<file path="config.mk">
export PLATFORM = sky130hd
export DESIGN_NAME = serial_accum_adder
export DESIGN_NICKNAME = d
export VERILOG_FILES = /design/src/rtl/sa_pkg.sv /design/src/rtl/sa_shift_reg.sv /design/src/rtl/sa_full_adder.sv /design/src/rtl/sa_seq.sv /design/src/rtl/serial_accum_adder.sv
export SDC_FILE = /design/constraint.sdc
export NUM_CORES = 1
export LEC_CHECK = 0
export BUFFER_PORTS_ARGS = -buffer_cell sky130_fd_sc_hd__buf_2
export CAP_MARGIN = 0
export CORE_MARGIN = 10
export CORE_UTILIZATION = 55
export DETAILED_ROUTE_END_ITERATION = 7
export PLACE_DENSITY = 0.81
export SLEW_MARGIN = 20
export SYNTH_ARGS = -nofsm -noshare
export SYNTH_HDL_FRONTEND = slang
export SYNTH_SLANG_ARGS = --single-unit
</file>
<file path="constraint.sdc">
create_clock -name clk_i -period 2.7 [get_ports clk_i]
set_input_delay 0.135 -clock clk_i [delete_from_list [all_inputs] [get_ports clk_i]]
set_output_delay 0.135 -clock clk_i [all_outputs]
set_load 0.03 [all_outputs]
</file>
<file path="src/rtl/sa_pkg.sv">
package sa_pkg;

    // Result of one full-adder evaluation.
    typedef struct packed {
        logic sum;
        logic carry;
    } fa_out_t;

    // Sequencer phases.
    typedef enum logic [1:0] {
        SEQ_IDLE = 2'd0,
        SEQ_RUN  = 2'd1,
        SEQ_DONE = 2'd2
    } seq_state_t;

    // One-bit full addition.
    function automatic fa_out_t full_add(input logic x, input logic y, input logic cin);
        fa_out_t r;
        r.sum   = x ^ y ^ cin;
        r.carry = (x & y) | (x & cin) | (y & cin);
        return r;
    endfunction

endpackage

</file>
<file path="src/rtl/sa_shift_reg.sv">
module sa_shift_reg #(
    parameter int WIDTH = 8
) (
    input  logic             clk_i,
    input  logic             rst_i,
    input  logic             load_i,
    input  logic             shift_i,
    input  logic [WIDTH-1:0] par_i,
    input  logic             ser_i,
    output logic [WIDTH-1:0] q_o,
    output logic             lsb_o
);

    logic [WIDTH-1:0] q_r;

    // Load has priority over shift; reset over both.
    always_ff @(posedge clk_i) begin
        if (rst_i) begin
            q_r <= '0;
        end else if (load_i) begin
            q_r <= par_i;
        end else if (shift_i) begin
            q_r <= {ser_i, q_r[WIDTH-1:1]};
        end
    end

    assign q_o   = q_r;
    assign lsb_o = q_r[0];

endmodule

</file>
<file path="src/rtl/sa_full_adder.sv">
module sa_full_adder
    import sa_pkg::*;
(
    input  logic x_i,
    input  logic y_i,
    input  logic cin_i,
    output logic sum_o,
    output logic cout_o
);

    fa_out_t res;

    always_comb begin
        res    = full_add(x_i, y_i, cin_i);
        sum_o  = res.sum;
        cout_o = res.carry;
    end

endmodule

</file>
<file path="src/rtl/sa_seq.sv">
module sa_seq
    import sa_pkg::*;
#(
    parameter int WIDTH = 8
) (
    input  logic clk_i,
    input  logic rst_i,
    input  logic start_i,
    output logic shift_o,
    output logic busy_o,
    output logic done_o
);

    localparam int CW = (WIDTH > 2) ? $clog2(WIDTH) : 1;
    localparam logic [CW-1:0] LAST = CW'(WIDTH - 1);

    seq_state_t state_r;
    logic [CW-1:0] cnt_r;

    always_ff @(posedge clk_i) begin
        if (rst_i) begin
            state_r <= SEQ_IDLE;
            cnt_r   <= '0;
        end else if (start_i) begin
            state_r <= SEQ_RUN;
            cnt_r   <= '0;
        end else if (state_r == SEQ_RUN) begin
            if (cnt_r == LAST) begin
                state_r <= SEQ_DONE;
                cnt_r   <= '0;
            end else begin
                cnt_r <= cnt_r + 1'b1;
            end
        end
    end

    assign shift_o = (state_r == SEQ_RUN) && !start_i;
    assign busy_o  = (state_r == SEQ_RUN);
    assign done_o  = (state_r == SEQ_DONE);

endmodule

</file>
<file path="src/rtl/serial_accum_adder.sv">
module serial_accum_adder
    import sa_pkg::*;
#(
    parameter int WIDTH = 8
) (
    input  logic             clk_i,
    input  logic             rst_i,
    input  logic             start_i,
    input  logic [WIDTH-1:0] op_a_i,
    input  logic [WIDTH-1:0] op_b_i,
    output logic [WIDTH-1:0] sum_o,
    output logic             carry_o,
    output logic             busy_o,
    output logic             done_o
);

    logic             shift_en;
    logic             a_lsb, b_lsb;
    logic             fa_sum, fa_cout;
    logic             carry_r;
    logic [WIDTH-1:0] a_q, b_q;

    sa_seq #(.WIDTH(WIDTH)) seq_i (
        .clk_i   (clk_i),
        .rst_i   (rst_i),
        .start_i (start_i),
        .shift_o (shift_en),
        .busy_o  (busy_o),
        .done_o  (done_o)
    );

    // Operand A / result register: sum bits enter at the top.
    sa_shift_reg #(.WIDTH(WIDTH)) reg_a_i (
        .clk_i   (clk_i),
        .rst_i   (rst_i),
        .load_i  (start_i),
        .shift_i (shift_en),
        .par_i   (op_a_i),
        .ser_i   (fa_sum),
        .q_o     (a_q),
        .lsb_o   (a_lsb)
    );

    // Operand B register: zeros enter at the top.
    sa_shift_reg #(.WIDTH(WIDTH)) reg_b_i (
        .clk_i   (clk_i),
        .rst_i   (rst_i),
        .load_i  (start_i),
        .shift_i (shift_en),
        .par_i   (op_b_i),
        .ser_i   (1'b0),
        .q_o     (b_q),
        .lsb_o   (b_lsb)
    );

    sa_full_adder fa_i (
        .x_i    (a_lsb),
        .y_i    (b_lsb),
        .cin_i  (carry_r),
        .sum_o  (fa_sum),
        .cout_o (fa_cout)
    );

    // Carry flop: cleared by start, updated on each shift.
    always_ff @(posedge clk_i) begin
        if (rst_i) begin
            carry_r <= 1'b0;
        end else if (start_i) begin
            carry_r <= 1'b0;
        end else if (shift_en) begin
            carry_r <= fa_cout;
        end
    end

    assign sum_o   = a_q;
    assign carry_o = carry_r;

    logic unused_b;
    assign unused_b = ^b_q[WIDTH-1:1];

endmodule

</file>
==> results of run 1 <==
registers in the layout, summed over array words and instances, names as in the netlist:
signal	cells
reg_b_i.q_o	8
seq_i.state_r	2
reg_a_i.q_o	8
carry_o	1
seq_i.cnt_r	3
power by group through the flow:
stage          clock, mW  sequential (mW)  combinational (mW)
2_1_floorplan          0            0.387              0.0974
3_3_place_gp           0            0.370               0.139
3_5_place_dp           0            0.372               0.145
4_1_cts            0.147            0.364               0.146
5_1_grt            0.160            0.367               0.158
6_report           0.144            0.364               0.143
logic make-up (layout without fill, tap and decap cells):
family          count (synthesis)  count (layout)  share of synthesized area (%)
simple gates                   46              46                          23.06
compound gates                 22              22                          22.73
buf+inv                        26              48                          11.80
fa+ha+maj                       3               3                          3.934
flops                          22              22                          38.47
metal layers:
layer / track usage (%) / routed length, um
met5: 0 / 0
met2: 20.05 / 1225
met4: 5.615 / 27
met3: 3.729 / 146
met1: 12.06 / 1012
path summary, 6_finish.rpt:
path | to | slack (ns)
setup / recovery | busy_o | 1.17
hold / removal | reg_b_i.q_o[4]$_SDFFE_PP0P_ | 0.08
setup reg to reg | reg_a_i.q_o[6]$_SDFFE_PP0P_ | 1.26
hold reg to reg | seq_i.cnt_r[2]$_SDFFE_PP0P_ | 0.47
cells in the final DEF (no fill, tap or decap), drive strengths merged:
cell / count
nor3: 30
inv: 16
buf: 29
a21oi: 7
ha: 2
or2: 1
a2111oi: 15
nand3b: 1
or3: 1
dfxtp: 22
fa: 1
clkbuf: 3
nand2b: 2
nor2b: 1
nor2: 2
nand2: 8
final cells by class:
cell class	instances	share of cell area, %
inverter	16	5.098
timing repair buffer	29	11.37
clock buffer	3	1.765
multi-input combinational	71	44.61
tap	27	2.647
sequential	22	34.51
Yosys cell counts (2+ instances only):
library cell / number / area share (%)
a2111oi_2: 15 / 20
a21oi_1: 7 / 3.1
buf_2: 7 / 3.1
buf_4: 2 / 1.3
dfxtp_1: 22 / 38
ha_1: 2 / 2.2
inv_1: 15 / 4.9
nand2_1: 8 / 2.6
nor2_1: 2 / 0.66
nor3_1: 24 / 10
nor3_2: 6 / 5.2
tightest hold or removal path: cells and delay by family:
kind,cells,cell delay (ns)
compound gates,1,0.06
buf+inv,2,0.14
through the flow:
stage / util, % / hold slack [ns] / cell area, um2
floorplan: - / 0.2039 / 1145
global placement: 63.90 / 0.3895 / 1254
detailed placement: 63.90 / 0.4044 / 1254
CTS: 65.05 / 0.07359 / 1276
global route: 65.05 / 0.06643 / 1276
finish: 65.05 / 0.07678 / 1276
==> results.md, run 1 <==
* Die area at between 4000 and 5000 um2
* Syn_nets at 141
* Worst min path class: in2reg
* # resized after CTS at 0
* Max-slew violations at 0
* Via/cell ratio at roughly 5.5
* FMAX at between 600 and 700 MHz
* DRC viols at 0
* Layout Cells excl Fill at between 150 and 200
* Max incr delay on CP at approximately 0.45 ns
* Clock power frac at between 20% and 30%
* Logic pwr share at a little over a fifth
* Pin count of the biggest net entering global routing at 50
* Sequential cell area at roughly 440 um2
* Ports at 30
* Post-Route WL at between 2000 and 2500 um
* Initial antenna violation count at 0
* Nets at about 170
* CTS tree: done
* Final hold viol count at 0
* Vias in the first global route at just over 900
* Worst Max-Slew Pin Slew at 0.9948 ns
* HPWL after detailed placement at roughly 1700 um
* Clock tree buffer depth at 2
* Total power draw at roughly 650 uW
* Ys flop type: dfxtp_1
* Hold buffer count at cts at 0
* Crit path kind: reg2out
* Gr usage total at a little under an eighth
* Seq cells post-synth at 22
* VDD IR max at approximately 0.00033 V
* Via Count at around 920
* Post-Syn Area at 1145 um2
* CP bufs+invs at 2
* Post-Route Skew at between 0.005 and 0.006 ns
* Max cap viols at 0
* Skew-Pair Late Insertion Delay at around 0.30 ns
* # rows at 16
* 1st-iter DRT viols at 27
* Worst R2R Path Depth at 4
* Slew HR at between 30 and 40%
* Chip width at 65.63 um
* Final Critical Period at ~1.5 ns
* Slowest CP cell: dfxtp_1
* CP Max Fanout at 22
* Multi-input logic area at 569.3 um2
* P_leak at around 0.54 nW
* Floorplan core area at around 2000 um2
* Worst path depth at 3
* Setup Buffers After CTS at 0
* Hold path depth at 3
* Int Pwr at ~450 uW
* Root buffer cell: clkbuf_4
* Arr. time, crit path at 1.40 ns
* Clk slew on worst S/H paths at 0.11 ns
* Sink Count at 22
* DP Worst Slack at between 1 and 1.5 ns
* Drt wl/cell at around 14 um
* Ant. Diodes at 0
* Avg Cell Area, Syn at between 9 and 10 um2
* RSZ-0062 raised after global routing: false
* Yosys warns at 0
* Setup TNS Final at 0 ns
* Synth unique cells at 20
* Worst path cell trace: nand2b_4 > inv_6 > buf_2
* Setup ws final at ~1.2 ns
* Chip height at approximately 66 um
* H-tree depth at 1
* Tcrit/Tclk final at 56.76%
* Layout cells sized above 1 at 39.01%
* Reg2reg start: seq_i.state_r[0]$_SDFFE_PP0P_
* Min-delay src: op_b_i[4]
* Placed cells at about 170
* Ys async rst share at 0%
* Critical path launch point: seq_i.state_r[0]$_SDFFE_PP0P_
* Critical Path RT at between 2 and 3 ns
* PwrDens at between 500 and 600 nW/um2
* Crit start category: flip-flop
* Starting density of the core at 58.35%
* Critical path's top delay family: flip-flops
* Status: finished clean
* Antenna Nets Post-Route at 0
* Switch Pwr at about 200 uW
* Final-report setup violation count at 0
* First-pass detailed-route iteration total at 4
* Area Growth Syn to Fin at 11.48%
* Remaining global-route overflow at 0
* First-pass GRT wire length at approximately 4000 um
* Filler cells at ~190
* Num CTS Buffers at 3
* Switching Fraction at a little under a third
* Sequential power share at 56.0%
* Sequential-to-total area share from yosys stat at slightly below 40%
* CP Capture Type: output port
* Cells after Synth at 119
* Post-synth EDFFs at 0
* Buffers on Ports at 29
* Final Wtd Congestion at 0.6751
Note: power is estimated with default switching activity, not from simulation.
==> inputs of run 2 (changes only) <==
--- a/config.mk
+++ b/config.mk
@@ -5,12 +5,13 @@
 export SDC_FILE = /design/constraint.sdc
 export NUM_CORES = 1
 export LEC_CHECK = 0
+export ABC_AREA = 1
 export BUFFER_PORTS_ARGS = -buffer_cell sky130_fd_sc_hd__buf_2
 export CAP_MARGIN = 0
 export CORE_MARGIN = 10
-export CORE_UTILIZATION = 55
+export CORE_UTILIZATION = 52
 export DETAILED_ROUTE_END_ITERATION = 7
-export PLACE_DENSITY = 0.81
+export PLACE_DENSITY = 0.76
 export SLEW_MARGIN = 20
 export SYNTH_ARGS = -nofsm -noshare
 export SYNTH_HDL_FRONTEND = slang
==> constraint.sdc (replaced) <==
create_clock -name clk_i -period 1.6 [get_ports clk_i]
set_input_delay 0.08 -clock clk_i [delete_from_list [all_inputs] [get_ports clk_i]]
set_output_delay 0.08 -clock clk_i [all_outputs]
set_load 0.03 [all_outputs]
==> results.md, run 2 <==
* Via/cell ratio at between 5 and 6
* Sink Count at 22
* Antenna Nets Post-Route at 0
* Met3 Routed Length at about 150 um
* Via Count at 1050
* Met2 WL at about 1200 um
* Yosys warns at 0
* Area Growth Syn to Fin at 8.655%
* # rows at 17
* Syn_nets at roughly 180
* Max-slew violations at 0
* H-tree depth at 1
* Num CTS Buffers at 3
* Worst min path class: in2reg
* Switching Fraction at between 20% and 30%
* Remaining global-route overflow at 0
* Chip width at 68.04 um
* First-pass GRT wire length at 4602 um
* Gr usage total at about an eighth
* DRC viols at 0
* Floorplan core area at around 2200 um2
* Final core utilization at between 50% and 60%
* Logic pwr share at a little under a fifth
* Final hold viol count at 0
* Crit path kind: reg2out
* Count leader, synth: nand2_1
* FMAX at 688.5 MHz
* Vias in the first global route at 1085
* Critical path launch point: seq_i.state_r[1]$_SDFFE_PP0P_
* Worst R2R Path Depth at 5
* Top cells by count, synth: nand2_1 (61), dfxtp_1 (22), nand3_1 (16), a21oi_2 (13), nor2_1 (10)
* Initial antenna violation count at 0
* Crit start category: flip-flop
* Post-synth EDFFs at 0
* Synth top area share at between 30 and 40%
* First-pass detailed-route iteration total at 4
* Skew-Pair Late Insertion Delay at slightly above 0.3 ns
* Switch Pwr at 337.8 uW
* Cells after Synth at approximately 160
* P_leak at just over 0.6 nW
* Root buffer cell: clkbuf_4
* CP endpoint: busy_o
* Chip height at 68.04 um
* RSZ-0062 raised after global routing: false
* Final Critical Period at ~1.5 ns
* Clock power frac at around 28%
* Final-report setup violation count at 0
* M1 WL at about 1200 um
* Most frequent cells in the layout: nand2_1 (61), buf_2 (29), dfxtp_1 (22)
* Seq cells post-synth at 22
* Layout Cells excl Fill at ~210
* Sequential-to-total area share from yosys stat at between 30 and 40%
* Ys async rst share at 0%
* Status: finished clean
* Ys flop type: dfxtp_1
* CTS tree: done
* Placed cells at roughly 200
* Reg-to-Reg End: reg_a_i.q_o[7]$_SDFFE_PP0P_
* Pin count of the biggest net entering global routing at 34
* Slew HR at 70.29%
* # resized after CTS at 0
* Register-to-register setup slack at about 0.33 ns
* Filler cells at ~230
* Die area at 4629 um2
* Ant. Diodes at 0
* Most common cell after layout, fill and taps aside: nand2_1
* Buffers on Ports at 29
* Clock tree buffer depth at 2
* Drt wl/cell at between 10 and 15 um
* CP Capture Type: output port
* Post-Route WL at roughly 2600 um
* Post-Route Skew at 0.004254 ns
* Nets at slightly above 200
* Ports at 30
* Uppermost layer routed: met4
* Worst Max-Slew Pin Slew at roughly 0.45 ns
* Critical Path RT at between 1.5 and 2 ns
* Setup Buffers After CTS at 0
* Synth unique cells at 21
* Top post-synthesis cells by area: dfxtp_1 (37%), nand2_1 (19%), a21oi_2 (9.5%)
* VDD IR max at 0.0004586 V
* Avg Cell Area, Syn at roughly 7.7 um2
* Clk slew on worst S/H paths at 0.13 ns
* Int Pwr at just under 800 uW
* Layout cells sized above 1 at 30.17%
* HPWL after detailed placement at 1923 um
* Hold buffer count at cts at 0
* Setup TNS Final at 0 ns
* Synth area leader: dfxtp_1
* Max cap viols at 0
* PwrDens at slightly below 900 nW/um2
* Sequential power share at 52.9%
* Reg2reg start: carry_o$_SDFFE_PP0P_
* Final Wtd Congestion at ~0.75
* Arr. time, crit path at ~1.4 ns
* 1st-iter DRT viols at 33
* CP Max Fanout at 22
* Starting density of the core at between 50% and 60%
* Tcrit/Tclk final at 90.78%
* Post-Syn Area at between 1000 and 1500 um2
-- run 2: cell types whose count changed in the layout (fill, tap and decap cells not counted), sizes merged, moves of 8 or more --
cell / delta
inv: -12
nor2: +8
nor3: -30
nand2: +58
nand3: +16
a21oi: +12
a2111oi: -15
-- run 2: worst max-delay path: stages, from the launching register on --
cell and delay (ns):
dfxtp_1 0.36, inv_2 0.06, nand2_4 0.22, clkinv_1 0.19, buf_2 0.21
-- run 2: how the worst min path moves through the flow --
stage,cells after the start,startpoint,slack [ns],endpoint
after floorplan,2,op_b_i[7],0.23,reg_b_i.q_o[7]$_SDFFE_PP0P_
after global placement,3,op_b_i[7],0.35,reg_b_i.q_o[7]$_SDFFE_PP0P_
after detailed placement,3,op_b_i[7],0.36,reg_b_i.q_o[7]$_SDFFE_PP0P_
after CTS,3,op_b_i[7],0.01,reg_b_i.q_o[7]$_SDFFE_PP0P_
after global routing,3,op_b_i[7],0.03,reg_b_i.q_o[7]$_SDFFE_PP0P_
final,3,op_b_i[7],0.02,reg_b_i.q_o[7]$_SDFFE_PP0P_
-- run 2: kinds of logic (layout without fill, tap and decap cells) --
| logic type | count (synthesis) | in the layout | synth area share [%] |
|---|---|---|---|
| buffers and inverters | 16 | 39 | 12.62 |
| adders and majority gates | 3 | 3 | 3.754 |
| and+or+nand+nor | 92 | 92 | 33.06 |
| DFF | 22 | 22 | 36.70 |
| AOI/OAI and AO/OA | 23 | 23 | 13.87 |
-- run 2: area by class of cell --
class | instances | area, um2 | area share [%]
multi-input combinational | 118 | 608.1 | 46.64
sequential | 22 | 440.4 | 33.78
timing repair buffer | 30 | 152.6 | 11.71
clock buffer | 4 | 36.28 | 2.783
tap | 28 | 35.03 | 2.687
inverter | 5 | 31.28 | 2.399
-- run 2: layer usage --
metal | up-vias | track usage [%]
li1 | 546 | -
met1 | 477 | 13.84
met3 | 5 | 3.752
met5 | - | 0
met4 | 0 | 4.523
met2 | 22 | 21.51
-- run 2: stage by stage --
stage | total power [mW] | instance area, um2 | setup WS [ns] | hold slack (ns)
final | 1.128 | 1304 | 0.1475 | 0.01941
after global routing | 1.183 | 1304 | 0.05407 | 0.03448
after CTS | 1.139 | 1304 | 0.1373 | 0.01393
after detailed placement | 0.8259 | 1267 | 0.3631 | 0.3606
after global placement | 0.8177 | 1267 | 0.4210 | 0.3460
after floorplan | 0.7913 | 1200 | 0.2812 | 0.2272
-- run 2: power by group through the flow --
stage	combinational, mW	clock, mW	sequential [mW]
after global placement	0.211	0	0.607
after floorplan	0.164	0	0.627
after CTS	0.218	0.324	0.597
final	0.215	0.317	0.597
after detailed placement	0.217	0	0.609
after global routing	0.242	0.339	0.601
==> inputs of run 3 (changes only) <==
--- a/config.mk
+++ b/config.mk
@@ -9,10 +9,11 @@
 export BUFFER_PORTS_ARGS = -buffer_cell sky130_fd_sc_hd__buf_2
 export CAP_MARGIN = 0
 export CORE_MARGIN = 10
-export CORE_UTILIZATION = 52
+export CORE_UTILIZATION = 51
 export DETAILED_ROUTE_END_ITERATION = 7
-export PLACE_DENSITY = 0.76
+export PLACE_DENSITY = 0.75
 export SLEW_MARGIN = 20
 export SYNTH_ARGS = -nofsm -noshare
 export SYNTH_HDL_FRONTEND = slang
+export SYNTH_HIERARCHICAL = 1
 export SYNTH_SLANG_ARGS = --single-unit
==> results.md, run 3 <==
* Final hold viol count at 0
* Crit path kind: reg2reg
* CP bufs+invs at 3
* Via Count at 1124
* Initial antenna violation count at 0
* Arr. time, crit path at about 1.6 ns
* CTS tree: done
* H-tree depth at 1
* Sequential power share at 48.0%
* Reg2reg start: seq_i/state_r[1]$_SDFFE_PP0P_
* Final Critical Period at ~1.3 ns
* DP Worst Slack at 0.3245 ns
* Status: finished clean
* Buffers on Ports at 29
* Clk slew on worst S/H paths at approximately 0.13 ns
* Reg-to-Reg End: reg_a_i/q_o[7]$_SDFFE_PP0P_
* Min-delay src: op_b_i[7]
* Most frequent cells in the layout: nand2_1 (78), buf_2 (29), inv_1 (24)
* Ports at 30
* Max cap viols at 0
* Hold EP: reg_b_i/q_o[7]$_SDFFE_PP0P_
* Starting density of the core at 53.23%
* VDD IR max at around 0.00052 V
* Remaining global-route overflow at 0
* Chip width at approximately 68 um
* Post-Route WL at between 2000 and 3000 um
* Yosys warns at 6
* Skew-Pair Late Insertion Delay at 0.31 ns
* Avg Cell Area, Syn at 6.588 um2
* Root buffer cell: clkbuf_4
* Worst R2R Path Depth at 9
* Critical Path RT at around 1.8 ns
* HPWL after detailed placement at between 1500 and 2000 um
* Drt wl/cell at between 10 and 15 um
* Switch Pwr at 341.2 uW
* Multi-input logic area at between 500 and 600 um2
* Pin count of the biggest net entering global routing at 21
* Worst path cell trace: inv_2 > nand2_1 > nor2_2 > buf_12 > nor2_8 > nand2_1 > nand3_1 > nand2_1 > inv_1
* CP Capture Type: flip-flop
* Max incr delay on CP at 0.37 ns
* Hold WS at approximately 0.066 ns
* Max-slew violations at 0
* Sequential cell area at 440.4 um2
* Setup Buffers After CTS at 0
* Area Growth Syn to Fin at 19.31%
* Chip height at around 68 um
* Filler cells at 215
* Ant. Diodes at 0
* Layout cells sized above 1 at between 20% and 30%
* Post-Syn Area at 1166 um2
* Switching Fraction at roughly 27%
* Final-report setup violation count at 0
* Hold buffer count at cts at 0
* Post-Route Skew at around 0.0023 ns
* # resized after CTS at 0
* DRC viols at 0
* Logic pwr share at around 18%
* # rows at 17
* PwrDens at 904.2 nW/um2
* CP Max Fanout at 20
* RSZ-0062 raised after global routing: false
* Final Wtd Congestion at around 0.77
* Clock tree buffer depth at 2
* Gr usage total at 11.75%
* Nets at 231
* P_leak at between 0.7 and 0.8 nW
* Tcrit/Tclk final at approximately 83%
* Sink Count at 22
* Critical path's top delay family: simple AND/OR/NAND/NOR gates
* Via/cell ratio at 4.763
* Most common cell after layout, fill and taps aside: nand2_1
* Most used cell, CP: nand2_1
* Num CTS Buffers at 3
* Floorplan core area at 2191 um2
* First-pass detailed-route iteration total at 4
* Syn_nets at between 150 and 200
* Final Cell Area at around 1400 um2
* Cells after Synth at approximately 180
* Total power draw at between 1 and 1.5 mW
* Vias in the first global route at 1082
* Setup ws final at 0.2672 ns
* Int Pwr at just over 900 uW
* Die area at about 4600 um2
* Clock power frac at 34.1%
* Placed cell area at ~1300 um2
* Register-to-register setup slack at between 0.2 and 0.3 ns
* Antenna Nets Post-Route at 0
* First-pass GRT wire length at 4402 um
* Hold path depth at 5
* FMAX at approximately 750 MHz
* Slowest CP cell: dfxtp_1
* 1st-iter DRT viols at 60
* Worst min path class: in2reg
* Crit start category: flip-flop
* Setup TNS Final at 0 ns
[run 3: layout make-up]
cell class	count	share of cell area, %
Clock buffer	3	1.619
Multi-Input combinational cell	122	41.55
Tap cell	28	2.518
Timing Repair Buffer	32	12.95
Inverter	28	7.554
Sequential cell	22	31.65
Clock inverter	1	2.158
[run 3: per-layer routing]
layer	vias to the layer above	GRT usage, %	part of all wire [%]
li1	591	-	-
met1	514	12.51	43
met2	17	21.83	51
met3	2	2.773	5.7
met4	0	4.523	0.63
met5	-	0	0
[run 3: power by group through the flow]
stage / clock [mW] / combinational, mW / sequential (mW)
4_1_cts: 0.437 / 0.227 / 0.603
6_report: 0.429 / 0.226 / 0.603
3_5_place_dp: 0 / 0.224 / 0.615
2_1_floorplan: 0 / 0.133 / 0.636
3_3_place_gp: 0 / 0.218 / 0.615
5_1_grt: 0.462 / 0.254 / 0.608
[run 3: worst max path at each step]
stage | start | to | depth (start not counted)
after floorplan | carry_o$_SDFFE_PP0P_ | reg_a_i/q_o[7]$_SDFFE_PP0P_ | 5
after global placement | seq_i/state_r[1]$_SDFFE_PP0P_ | reg_a_i/q_o[5]$_SDFFE_PP0P_ | 9
after detailed placement | seq_i/state_r[1]$_SDFFE_PP0P_ | reg_a_i/q_o[5]$_SDFFE_PP0P_ | 9
after CTS | seq_i/state_r[1]$_SDFFE_PP0P_ | reg_a_i/q_o[7]$_SDFFE_PP0P_ | 9
after global routing | seq_i/state_r[1]$_SDFFE_PP0P_ | reg_a_i/q_o[7]$_SDFFE_PP0P_ | 9
final | seq_i/state_r[1]$_SDFFE_PP0P_ | reg_a_i/q_o[7]$_SDFFE_PP0P_ | 9
[run 3: worst min-delay path: stages]
cell,delay [ns]
buf_2,0.08
nand2_1,0.04
nand3_1,0.07
nand2_1,0.04
inv_1,0.04
[run 3: stage by stage]
| stage | instances | util (%) |
|---|---|---|
| 5_1_grt | 236 | 63.51 |
| 3_5_place_dp | 232 | 61.11 |
| 3_3_place_gp | 232 | 61.11 |
| 4_1_cts | 236 | 63.51 |
| 2_1_floorplan | 177 | - |
| 6_report | 236 | 63.51 |
